### src/rtl/uart_stat_pkg.sv
package uart_stat_pkg;
  localparam int STAT_W    = 2;
  localparam int RXERR_BIT = 0;
  localparam int TXEND_BIT = 1;

  typedef struct packed {
    logic per;
    logic fer;
  } rx_tag_t;

  typedef enum logic {
    ARM_IDLE = 1'b0,
    ARM_SET  = 1'b1
  } arm_e;
endpackage

### src/rtl/uart_stat_rst_sync.sv
module uart_stat_rst_sync (
  input  logic clk,
  input  logic rst_n_i,
  output logic rst_n_o
);
  logic [1:0] sync_q;

  always_ff @(posedge clk or negedge rst_n_i) begin
    if (!rst_n_i) sync_q <= 2'b00;
    else          sync_q <= {sync_q[0], 1'b1};
  end

  assign rst_n_o = sync_q[1];
endmodule

### src/rtl/uart_rx_err_track.sv
module uart_rx_err_track
  import uart_stat_pkg::*;
#(
  parameter  int DATA_W = 8,
  localparam int WORD_W = DATA_W + 2
) (
  input  logic              clk,
  input  logic              rst_n,
  input  logic              standby_i,
  input  logic              rx_en_i,
  input  logic              char_stb_i,
  input  logic [DATA_W-1:0] data_i,
  input  logic              par_bit_i,
  input  logic              par_en_i,
  input  logic              par_odd_i,
  input  logic              stop_stb_i,
  input  logic              stop_bit_i,
  input  logic              clr_req_i,
  output logic              rx_err_o,
  output logic              fifo_wr_o,
  output logic [WORD_W-1:0] fifo_word_o
);
  logic              pend_q, pend_d;
  logic [DATA_W-1:0] dat_q;
  logic              per_q, per_d;
  logic              err_q, err_d;
  logic              wr_q, wr_d;
  logic [WORD_W-1:0] word_q, word_d;
  logic              char_ok, commit, word_en;
  rx_tag_t           tag;

  // next-state logic
  always_comb begin
    char_ok = rx_en_i & char_stb_i & ~standby_i;
    commit  = rx_en_i & stop_stb_i & pend_q & ~standby_i;
    tag.fer = ~stop_bit_i;
    tag.per = per_q;

    per_d = par_en_i & ((^{data_i, par_bit_i}) ^ par_odd_i);

    if (standby_i || !rx_en_i) pend_d = 1'b0;
    else if (char_ok)          pend_d = 1'b1;
    else if (commit)           pend_d = 1'b0;
    else                       pend_d = pend_q;

    wr_d    = commit;
    word_en = commit;
    word_d  = {tag, dat_q};

    if (standby_i)                       err_d = 1'b0;
    else if (commit && (tag.fer | tag.per)) err_d = 1'b1;
    else if (clr_req_i)                  err_d = 1'b0;
    else                                 err_d = err_q;
  end

  // registers
  always_ff @(posedge clk or negedge rst_n) begin
    if (!rst_n) begin
      pend_q <= 1'b0;
      dat_q  <= '0;
      per_q  <= 1'b0;
      err_q  <= 1'b0;
      wr_q   <= 1'b0;
      word_q <= '0;
    end else begin
      pend_q <= pend_d;
      err_q  <= err_d;
      wr_q   <= wr_d;
      if (char_ok) begin
        dat_q <= data_i;
        per_q <= per_d;
      end
      if (word_en) word_q <= word_d;
    end
  end

  assign rx_err_o    = err_q;
  assign fifo_wr_o   = wr_q;
  assign fifo_word_o = word_q;
endmodule

### src/rtl/uart_tx_end_track.sv
module uart_tx_end_track (
  input  logic clk,
  input  logic rst_n,
  input  logic standby_i,
  input  logic tx_en_i,
  input  logic last_bit_i,
  input  logic fifo_empty_i,
  input  logic fifo_wr_i,
  output logic tx_end_o
);
  logic end_q, end_d;
  logic set_evt;

  always_comb begin
    set_evt = standby_i | ~tx_en_i | (last_bit_i & fifo_empty_i);
    if (set_evt)        end_d = 1'b1;
    else if (fifo_wr_i) end_d = 1'b0;
    else                end_d = end_q;
  end

  always_ff @(posedge clk or negedge rst_n) begin
    if (!rst_n) end_q <= 1'b1;
    else        end_q <= end_d;
  end

  assign tx_end_o = end_q;
endmodule

### src/rtl/uart_stat_regif.sv
module uart_stat_regif
  import uart_stat_pkg::*;
(
  input  logic              clk,
  input  logic              rst_n,
  input  logic              standby_i,
  input  logic              rd_i,
  input  logic              wr_i,
  input  logic              wdata_i,
  input  logic              rx_err_i,
  input  logic              tx_end_i,
  output logic [STAT_W-1:0] rdata_o,
  output logic              rx_clr_o
);
  arm_e arm_q, arm_d;

  always_comb begin
    rdata_o            = '0;
    rdata_o[RXERR_BIT] = rx_err_i;
    rdata_o[TXEND_BIT] = tx_end_i;

    rx_clr_o = wr_i & (arm_q == ARM_SET) & ~wdata_i;

    arm_d = arm_q;
    if (wr_i)             arm_d = ARM_IDLE;
    if (rd_i && rx_err_i) arm_d = ARM_SET;
    if (standby_i)        arm_d = ARM_IDLE;
  end

  always_ff @(posedge clk or negedge rst_n) begin
    if (!rst_n) arm_q <= ARM_IDLE;
    else        arm_q <= arm_d;
  end
endmodule

### src/rtl/uart_status_ctl.sv
module uart_status_ctl
  import uart_stat_pkg::*;
#(
  parameter  int DATA_W = 8,
  localparam int WORD_W = DATA_W + 2
) (
  input  logic              clk,
  input  logic              rst_n,
  input  logic              standby_i,
  input  logic              rx_en_i,
  input  logic              rx_char_stb_i,
  input  logic [DATA_W-1:0] rx_data_i,
  input  logic              rx_par_bit_i,
  input  logic              par_en_i,
  input  logic              par_odd_i,
  input  logic              rx_stop_stb_i,
  input  logic              rx_stop_bit_i,
  input  logic              tx_en_i,
  input  logic              tx_last_bit_i,
  input  logic              txf_empty_i,
  input  logic              txf_wr_i,
  input  logic              reg_rd_i,
  input  logic              reg_wr_i,
  input  logic              reg_wdata_i,
  output logic [STAT_W-1:0] reg_rdata_o,
  output logic              rx_err_o,
  output logic              tx_end_o,
  output logic              rxf_wr_o,
  output logic [WORD_W-1:0] rxf_word_o
);
  logic rst_n_s;
  logic rx_clr;

  uart_stat_rst_sync u_rst (
    .clk     (clk),
    .rst_n_i (rst_n),
    .rst_n_o (rst_n_s)
  );

  uart_rx_err_track #(.DATA_W(DATA_W)) u_rx (
    .clk         (clk),
    .rst_n       (rst_n_s),
    .standby_i   (standby_i),
    .rx_en_i     (rx_en_i),
    .char_stb_i  (rx_char_stb_i),
    .data_i      (rx_data_i),
    .par_bit_i   (rx_par_bit_i),
    .par_en_i    (par_en_i),
    .par_odd_i   (par_odd_i),
    .stop_stb_i  (rx_stop_stb_i),
    .stop_bit_i  (rx_stop_bit_i),
    .clr_req_i   (rx_clr),
    .rx_err_o    (rx_err_o),
    .fifo_wr_o   (rxf_wr_o),
    .fifo_word_o (rxf_word_o)
  );

  uart_tx_end_track u_tx (
    .clk          (clk),
    .rst_n        (rst_n_s),
    .standby_i    (standby_i),
    .tx_en_i      (tx_en_i),
    .last_bit_i   (tx_last_bit_i),
    .fifo_empty_i (txf_empty_i),
    .fifo_wr_i    (txf_wr_i),
    .tx_end_o     (tx_end_o)
  );

  uart_stat_regif u_reg (
    .clk       (clk),
    .rst_n     (rst_n_s),
    .standby_i (standby_i),
    .rd_i      (reg_rd_i),
    .wr_i      (reg_wr_i),
    .wdata_i   (reg_wdata_i),
    .rx_err_i  (rx_err_o),
    .tx_end_i  (tx_end_o),
    .rdata_o   (reg_rdata_o),
    .rx_clr_o  (rx_clr)
  );
endmodule

### config.mk
export PLATFORM = sky130hd
export DESIGN_NAME = uart_status_ctl
export DESIGN_NICKNAME = d
export VERILOG_FILES = /design/src/rtl/uart_stat_pkg.sv /design/src/rtl/uart_stat_rst_sync.sv /design/src/rtl/uart_rx_err_track.sv /design/src/rtl/uart_tx_end_track.sv /design/src/rtl/uart_stat_regif.sv /design/src/rtl/uart_status_ctl.sv
export SDC_FILE = /design/constraint.sdc
export NUM_CORES = 1
export LEC_CHECK = 0
export BUFFER_PORTS_ARGS = -buffer_cell sky130_fd_sc_hd__buf_4
export CORE_MARGIN = 2
export CORE_UTILIZATION = 40
export DETAILED_ROUTE_END_ITERATION = 7
export GPL_TIMING_DRIVEN = 1
export PLACE_DENSITY = 0.72
export SKIP_CTS_REPAIR_TIMING = 1
export SYNTH_ARGS = -nofsm -noshare
export SYNTH_HDL_FRONTEND = slang
export SYNTH_SLANG_ARGS = --single-unit
export TNS_END_PERCENT = 100
### constraint.sdc
create_clock -name clk -period 1.2 [get_ports clk]
set_clock_uncertainty 0.05 [all_clocks]
set_input_delay 0.3 -clock clk [delete_from_list [all_inputs] [get_ports clk]]
set_output_delay 0.3 -clock clk [all_outputs]
set_load 0.02 [all_outputs]
==> summary.md <==
| Metric | Value |
|---|---|
| N_diodes | `0` |
| CP max FO | `3` |
| Slack of the critical path | `-0.152 ns` |
| Synth Instances | `96` |
| Status | `finished, violations left` |
| Syn Area/Cell | `11.1 sq um` |
| Clk slew on worst S/H paths | `0.13 ns` |
| # clock sinks | `26` |
| Max-cap violation count | `0` |
| RSZ-0062 raised after global routing | `true` |
| Gr usage total | `13.9%` |
| Number of buffers created by CTS | `3` |
| Crit path required time | `0.85 ns` |
| CTS HTree Levels | `1` |
| Final Net Count | `174` |
| Hold Worst Slack | `0.0234 ns` |
| Top-count cell post-synth | `nand2_1` |
| Synth warn | `0` |
| Number of synthesized flops with an enable pin | `0` |
| Post-Syn Area | `0.00107 sq mm` |
| Final Critical Period | `1.35 ns` |
| Design Area, Final | `0.00156 sq mm` |
| Total gr overflow | `0` |
| Seq/Total Area, Yosys | `60.9%` |
| Top FF cell, synth | `dfrtp_1` |
| Row count | `18` |
| Post-DR wirelength/cell | `12.0 microns` |
| Flops & latches, synth | `26` |
| Wirelength, routed | `2.14 mm` |
| Final Hold Viols | `0` |
| Failing checks | `negative setup slack` |
| Post-synth ARST share | `100%` |
| P per Cell Area | `1350 mW/mm^2` |
| Hold Crit Class | `register to asynchronous set/reset pin` |
| CTS tree | `yes` |
| Netlist cell types | `20` |
| Setup tns final | `-0.490 ns` |
| Cell breakdown of the critical path | `buf_4` |
| Leakage | `0.805 nW` |
| Vias in the first global route | `804` |
| Syn Nets | `121` |
| Die Width | `55.7 microns` |
| Placed cell areas | `0.00144 sq mm` |
| Largest stage delay on the critical path | `0.56 ns` |
| CP Capture Type | `output port` |
| Area of the core | `0.00250 sq mm` |
| Die Ht | `55.7 microns` |
| Routed vias | `841` |
| Top cells by area, synth | `dfrtp_1 (58%), nand2_1 (11%), mux2_2 (8.4%)` |
| First-pass GRT wire length | `3.43 mm` |
| Final Wtd Congestion | `0.749` |
| Synth cell count leaders | `nand2_1 (32), dfrtp_1 (25), mux2_2 (8)` |
| Starting Density | `42.8%` |
| DRT antenna net count | `0` |
| I/O pin count | `40` |
| WS Path Type | `register to output port` |
| Crit path arrival time | `1.00 ns` |
| Input/output buffers | `39` |
| Multi-input logic area | `393 sq um` |
| WP buf/inv | `1` |
| Fillers | `220` |
| Layout cell share with drive strength beyond 1 | `43.9%` |
| Top-area cell type share of the netlist area | `58.5%` |
| Skew-Pair Late Insertion Delay | `0.31 ns` |
| Root buf cell | `clkbuf_4` |
| Initial antenna violation count | `0` |
| Post-detailed-route via-to-cell ratio | `4.72` |
| Initial drt markers | `11` |
| Final worst-path cycle share | `113%` |
| Peak supply drop | `0.910 mV` |
| Die area | `0.00310 sq mm` |
| Critical path's top delay family | `flip-flops` |
| Max Clk Rate | `740 MHz` |
| Largest net degree at the start of global routing | `21` |
| Area occupied by registers | `652 sq um` |
| Synth area leader | `dfrtp_1` |
| Final setup viols | `12` |
| Slowest CP cell | `dfstp_2` |
| Startpoint Class | `register` |
| Area delta synth->final | `45.6%` |
| Hpwl dp | `1.68 mm` |
| Number of remaining DRC errors | `0` |
| CTS max path bufs | `2` |
| Fin. max-slew vios | `0` |
| First-pass iteration count of the detailed router | `4` |
## cells by family after synthesis
kind of cell	count (synthesis)	share of synthesized area, %
and+or+nand+nor	40	15.9
DFF	26	60.9
xor gates and xnor gates	8	7.84
muxes	8	8.42
AOI/OAI and AO/OA	7	3.51
buffers and inverters	6	3.04
other	1	0.351
## cells in the final DEF, fill, tap and decap left out, drive strengths merged, types with 2 or more instances in the layout
cell type	Yosys	final
a21oi	2	2
o21ai	4	4
inv	2	2
dfrtp	25	25
clkbuf	0	4
mux2	8	8
buf	4	51
xnor2	6	6
nand2b	2	2
nand2	33	33
nand3	2	2
nor2b	2	2
## state kept, by name (all words and copies together) (netlist names)
signal / count
u_rx.dat_q: 8
u_rst.sync_q: 2
u_rx.fifo_word_o: 10
u_rx.fifo_wr_o: 1
u_rx.pend_q: 1
u_reg.arm_q: 1
u_rx.rx_err_o: 1
u_rx.per_q: 1
u_tx.tx_end_o: 1
## worst paths after layout
check                                     startpoint                              end  slack [ns]  cells after the start
max reg2reg                  u_rx.pend_q$_DFFE_PN0P_  u_rx.fifo_word_o[3]$_DFFE_PN0P_        0.18                      5
min in group clk                             tx_en_i        u_tx.tx_end_o$_DFFE_PN1P_        0.11                      2
max                        u_tx.tx_end_o$_DFFE_PN1P_                         tx_end_o       -0.15                      1
max in group asynchronous  u_rst.sync_q[1]$_DFF_PN0_           u_rx.per_q$_DFFE_PN0P_        0.58                      1
min reg2reg                u_rst.sync_q[1]$_DFF_PN0_        u_rx.rx_err_o$_DFFE_PN0P_        0.02                      0
min                        u_rst.sync_q[1]$_DFF_PN0_        u_rx.rx_err_o$_DFFE_PN0P_        0.02                      0
## layout make-up
class	instances	area share, %
Tap cell	30	2.41
Inverter	2	0.482
Timing Repair Buffer	52	28.4
Sequential cell	26	41.8
Clock buffer	4	1.69
Multi-Input combinational cell	64	25.2
## stage by stage
stage | utilization, % | worst slack [ns] | total power [W] | std cells
finish | 62.3 | -0.152 | 0.00210 | 178
global placement | 57.4 | -0.164 | 0.00162 | 168
global route | 62.3 | -0.191 | 0.00221 | 178
floorplan | - | 0.00189 | 0.00139 | 96
detailed placement | 57.4 | -0.219 | 0.00165 | 168
CTS | 58.5 | -0.168 | 0.00201 | 172
## report_power, final
part | internal [W] | switching, W | total [W]
Sequential | 0.00102 | 0.0000938 | 0.00111
Combinational | 0.000364 | 0.000262 | 0.000626
Clock | 0.000130 | 0.000235 | 0.000365
Total | 0.00151 | 0.000591 | 0.00210
## layer usage
layer  part of all wire [%]  track usage [%]
met2                     51             23.8
met4                   0.56             5.23
met3                    5.5             3.49
met1                     43             16.8
met5                      0                0
No activity file was read; power rests on OpenSTA's default activity.
